<file path="src/rtl/hash_accept_filter.sv">
module hash_accept_filter #(
  parameter int ADDR_W = 32,
  parameter int DATA_W = 32,
  parameter int BKT_W = 4,
  parameter int CNT_W = 32,
  parameter logic [(1<<BKT_W)-1:0] RST_MASK = '0
) (
  input  logic              clk,
  input  logic              rst_n,
  input  logic              in_valid,
  output logic              in_ready,
  input  logic [ADDR_W-1:0] in_addr,
  input  logic [DATA_W-1:0] in_data,
  output logic              out_valid,
  input  logic              out_ready,
  output logic [ADDR_W-1:0] out_addr,
  output logic [DATA_W-1:0] out_data,
  input  logic              cfg_wr,
  input  logic [1:0]        cfg_sel,
  input  logic [31:0]       cfg_wdata,
  output logic [31:0]       cfg_rdata
);
  localparam int NBKT = 1 << BKT_W;
  localparam int FOLDS = ADDR_W / BKT_W;
  localparam logic [CNT_W-1:0] ONE = 1;

  logic [NBKT-1:0]  mask_q;
  logic [CNT_W-1:0] fwd_q, drop_q;
  logic [BKT_W-1:0] bkt;
  logic             own, fire;

  always_comb begin
    bkt = '0;
    for (int i = 0; i < FOLDS; i++) bkt = bkt ^ in_addr[i*BKT_W +: BKT_W];
  end

  assign own      = mask_q[bkt];
  assign in_ready = !out_valid || out_ready || !own;
  assign fire     = in_valid && in_ready;

  always_ff @(posedge clk) begin
    if (!rst_n) begin
      out_valid <= 1'b0;
      out_addr  <= '0;
      out_data  <= '0;
    end else begin
      if (out_valid && out_ready) out_valid <= 1'b0;
      if (fire && own) begin
        out_valid <= 1'b1;
        out_addr  <= in_addr;
        out_data  <= in_data;
      end
    end
  end

  always_ff @(posedge clk) begin
    if (!rst_n) begin
      mask_q <= RST_MASK;
      fwd_q  <= '0;
      drop_q <= '0;
    end else begin
      if (cfg_wr && cfg_sel == 2'd0) mask_q <= cfg_wdata[NBKT-1:0];
      if (fire && own)  fwd_q  <= fwd_q + ONE;
      if (fire && !own) drop_q <= drop_q + ONE;
    end
  end

  always_comb begin
    case (cfg_sel)
      2'd0:    cfg_rdata = 32'(mask_q);
      2'd1:    cfg_rdata = 32'(fwd_q);
      2'd2:    cfg_rdata = 32'(drop_q);
      default: cfg_rdata = '0;
    endcase
  end

  p_accept_r2: assert property (@(posedge clk) disable iff (!rst_n)
    in_valid && in_ready && own |=> out_valid && out_addr == $past(in_addr) && out_data == $past(in_data));
  p_drop_ack_r3: assert property (@(posedge clk) disable iff (!rst_n)
    in_valid && !own |-> in_ready);
  p_drop_quiet_r3: assert property (@(posedge clk) disable iff (!rst_n)
    !out_valid && in_valid && !own |=> !out_valid);
  p_hold_r4: assert property (@(posedge clk) disable iff (!rst_n)
    out_valid && !out_ready |=> out_valid && $stable(out_addr) && $stable(out_data));
  p_mask_r5: assert property (@(posedge clk) disable iff (!rst_n)
    cfg_wr && cfg_sel == 2'd0 |=> mask_q == $past(cfg_wdata[NBKT-1:0]));
  p_count_r6: assert property (@(posedge clk) disable iff (!rst_n)
    !fire |=> $stable(fwd_q) && $stable(drop_q));
  p_ready_r9: assert property (@(posedge clk) disable iff (!rst_n)
    (!out_valid || out_ready) |-> in_ready);
endmodule

</file>
<file path="config.mk">
export PLATFORM = sky130hd
export DESIGN_NAME = hash_accept_filter
export DESIGN_NICKNAME = d
export VERILOG_FILES = /design/src/rtl/hash_accept_filter.sv
export SDC_FILE = /design/constraint.sdc
export NUM_CORES = 1
export LEC_CHECK = 0
export BUFFER_PORTS_ARGS = -buffer_cell sky130_fd_sc_hd__buf_2
export CAP_MARGIN = 40
export CORE_MARGIN = 10
export CORE_UTILIZATION = 45
export CTS_CLUSTER_SIZE = 8
export DETAILED_ROUTE_END_ITERATION = 10
export PLACE_DENSITY_LB_ADDON = 0.2
export SYNTH_ARGS = -nofsm -noshare
export SYNTH_HDL_FRONTEND = slang
export SYNTH_SLANG_ARGS = --single-unit
</file>
<file path="constraint.sdc">
create_clock -name clk -period 3.1 [get_ports clk]
set_input_delay 0.465 -clock clk [delete_from_list [all_inputs] [get_ports clk]]
set_output_delay 0.465 -clock clk [all_outputs]
set_load 0.01 [all_outputs]
</file>
==> summary.md <==
| Metric | Value |
|---|---|
| Post-route insts no fill | between 1000 and 1500 |
| LEAKAGE | 3.51 nW |
| Vias/cell | approximately 5.3 |
| Die X | 143 um |
| Placed Cells | 1207 |
| Die Y-Extent | 143 um |
| Synth unique cells | 47 |
| Core region area | approximately 0.015 mm^2 |
| Setup crit end kind | primary output |
| Asr flop ratio synth | 0 |
| Max-Cap Viols | 0 |
| Relative slew slack | 0.448 |
| CP Max Fanout | 3 |
| Register area share after synthesis | 0.425 |
| Area Overhead vs Synth | 30.3% |
| DRC viols | 0 |
| Fin nets | 1149 |
| Synth Register Bits | approximately 150 |
| Footprint of the multi-input gates | between 0.003 and 0.004 mm^2 |
| Clock share of power | 0.384 |
| Total chip power | roughly 0.0054 W |
| Peak supply drop | ~0.46 mV |
| # setup viols final | 0 |
| FF+latch area | around 0.0029 mm^2 |
| Synth Net Count | between 900 and 1000 |
| First-pass GRT wire length | ~33000 um |
| GRT Util Overall | 0.200 |
| Initial core utilization | 0.464 |
| Max Fclk | ~330 MHz |
| Share of layout cells above drive strength 1 | 0.267 |
| Skew final | approximately 0.0065 ns |
| Crit share post-route | 0.970 |
| DP Worst Slack | -0.163 ns |
| Hold Path Class | in -> reg |
| CTS Sinks | 145 |
| Iteration-0 DRC Markers | approximately 380 |
| Switching Share | 0.296 |
| YS warnings | 0 |
| Remaining antenna violation count after routing | 0 |
| Clock Pin Slew Worst Setup and Hold Paths | 0.06 ns |
| Fin worst setup slack | just over 0.09 ns |
| Commonest non-fill, non-tap cells in the layout | 213 x nand2_1, 184 x buf_2, 145 x dfxtp_1 |
| CP peak stage delay | approximately 0.54 ns |
| Outcome | complete, no violations |
| Cells after synthesis | 850 |
| Htree depth | 4 |
| Mapped cell area | between 0.006 and 0.007 mm^2 |
| Largest net degree at the start of global routing | 66 |
| I/O Buffers | 184 |
| GRT Residual Overflow | 0 |
| Die ar. | between 0.02 and 0.025 mm^2 |
| PwrDens | slightly above 600 mW/mm^2 |
| Dpl hpwl | approximately 15000 um |
| Comb power frac | 0.227 |
| Prevailing post-synth register cell | dfxtp_1 |
| Post-synth EDFFs | 0 |
| Drt first pass iters | 5 |
| WP data arrival | 2.54 ns |
| Avg Inst Size Synth | ~8.0 um^2 |
| Antenna violations before repair | 2 |
| Switching pwr | around 0.0016 W |
| Commonest non-fill, non-tap cell in the layout | nand2_1 |
| Final min period | between 3 and 4 ns |
| WL/cell | around 16 um |
| Worst-margin pin slew | about 0.8 ns |
| Fin. Hold Viols | 0 |
| Rows | 44 |
| Clock Root Buffer | clkbuf_16 |
| Vias | between 6000 and 7000 |
| Slowest CP cell | mux4_2 |
| Setup TNS | 0 ns |
| Startpoint types | input pin |
| Worst EP required | between 2 and 3 ns |
| Crit path cell chain | buf_2, xnor2_2, xnor2_2, buf_4, xnor2_4, mux4_2, mux2i_2, and2_1, buf_4, or3b_4, buf_2 |
| Crit path kind | in -> out |
| Share of power burned in registers | 0.388 |
| DP Area | about 0.008 mm^2 |
| IO Count | 201 |
| Hold buffer count at CTS | 0 |
| Pint | ~0.0038 W |
| Clk_lat worst skew | ~0.42 ns |
| Fillers | around 1300 |
| GP Congestion | roughly 0.85 |
| CTS Buf Count | 17 |
| CTS tree | done |
| Slew Viols, Final | 0 |
| Longest Clk Path Bufs | 2 |
| Vias in the first global route | roughly 6400 |
| WL final | around 20000 um |
| Final instance area | about 0.009 mm^2 |
==> kinds of logic after synthesis <==
group,share of synthesized area
xor gates and xnor gates,0.0858
buffers and inverters,0.0433
adders and majority gates,0.00367
AOI/OAI and AO/OA,0.184
DFF,0.425
and+or+nand+nor,0.216
muxes,0.0414
==> power by group through the flow <==
stage,logic (W),registers [W],clock network (W)
floorplan,0.000601,0.00219,0
global placement,0.00117,0.00213,0
detailed placement,0.00118,0.00214,0
CTS,0.00119,0.00210,0.00212
global route,0.00136,0.00212,0.00220
finish,0.00123,0.00210,0.00208
==> per-layer routing <==
| layer | global-route usage | up-vias | wire [um] |
|---|---|---|---|
| met5 | 0 | - | 0 |
| met4 | 0.0483 | 0 | 195 |
| met1 | 0.245 | 3045 | 8650 |
| met3 | 0.0992 | 15 | 2270 |
| met2 | 0.307 | 218 | 9350 |
| li1 | - | 3296 | - |
==> Yosys cell counts, types with 8 or more instances <==
cell	number	share of area
a211oi_1	12	0.013
a21oi_1	100	0.073
a22o_1	16	0.021
clkbuf_1	46	0.025
dfxtp_1	145	0.43
inv_1	16	0.0088
mux2i_1	23	0.034
nand2_1	214	0.12
nand3_1	18	0.013
nor2_1	50	0.028
nor4_1	8	0.0073
o211ai_1	8	0.0088
o21ai_0	29	0.021
o31ai_1	11	0.012
or3_1	8	0.0073
xnor2_1	51	0.065
xor2_1	14	0.018
==> registers in the layout, summed over array words and instances, names as in the netlist <==
name	flops
out_valid	1
out_data	32
fwd_q	32
out_addr	32
drop_q	32
mask_q	16
==> stage by stage <==
step           utilization  hold WS [ns]
6_report             0.605         0.277
3_3_place_gp         0.558         0.439
5_1_grt              0.605         0.266
2_1_floorplan            -         0.442
3_5_place_dp         0.558         0.443
4_1_cts              0.600         0.264
==> critical path, delay by kind of cell <==
kind                      cells  cell delay (ns)
xor gates and xnor gates      3             0.51
and+or+nand+nor               2             0.30
buffers and inverters         4             0.53
muxes                         2             0.73
==> area by class of cell <==
class / instances / share of cell area
multi-input cells: 632 / 0.417
diodes: 2 / 0.000563
flip-flops and latches: 145 / 0.327
well taps: 184 / 0.0259
inverters: 18 / 0.00788
repair buffers: 230 / 0.156
clock inverters: 12 / 0.0179
clock buffers: 19 / 0.0487
==> worst paths after layout <==
| path | startpoint | end | slack (ns) | cells past startpoint |
|---|---|---|---|---|
| min | in_data[18] | out_data[18]$_SDFFE_PN0P_ | 0.28 | 3 |
| max reg2reg | fwd_q[4]$_SDFFE_PN0P_ | fwd_q[27]$_SDFFE_PN0P_ | 0.37 | 10 |
| max | in_addr[0] | in_ready | 0.09 | 11 |
| min reg2reg | out_data[25]$_SDFFE_PN0P_ | out_data[25]$_SDFFE_PN0P_ | 0.45 | 2 |
==> what timing repair did <==
item,CTS,global route
setup endpoints to repair,1,1
pin swaps,0,4
setup buffers,0,2
resized for setup,2,11
(Power assumes the default switching activity.)
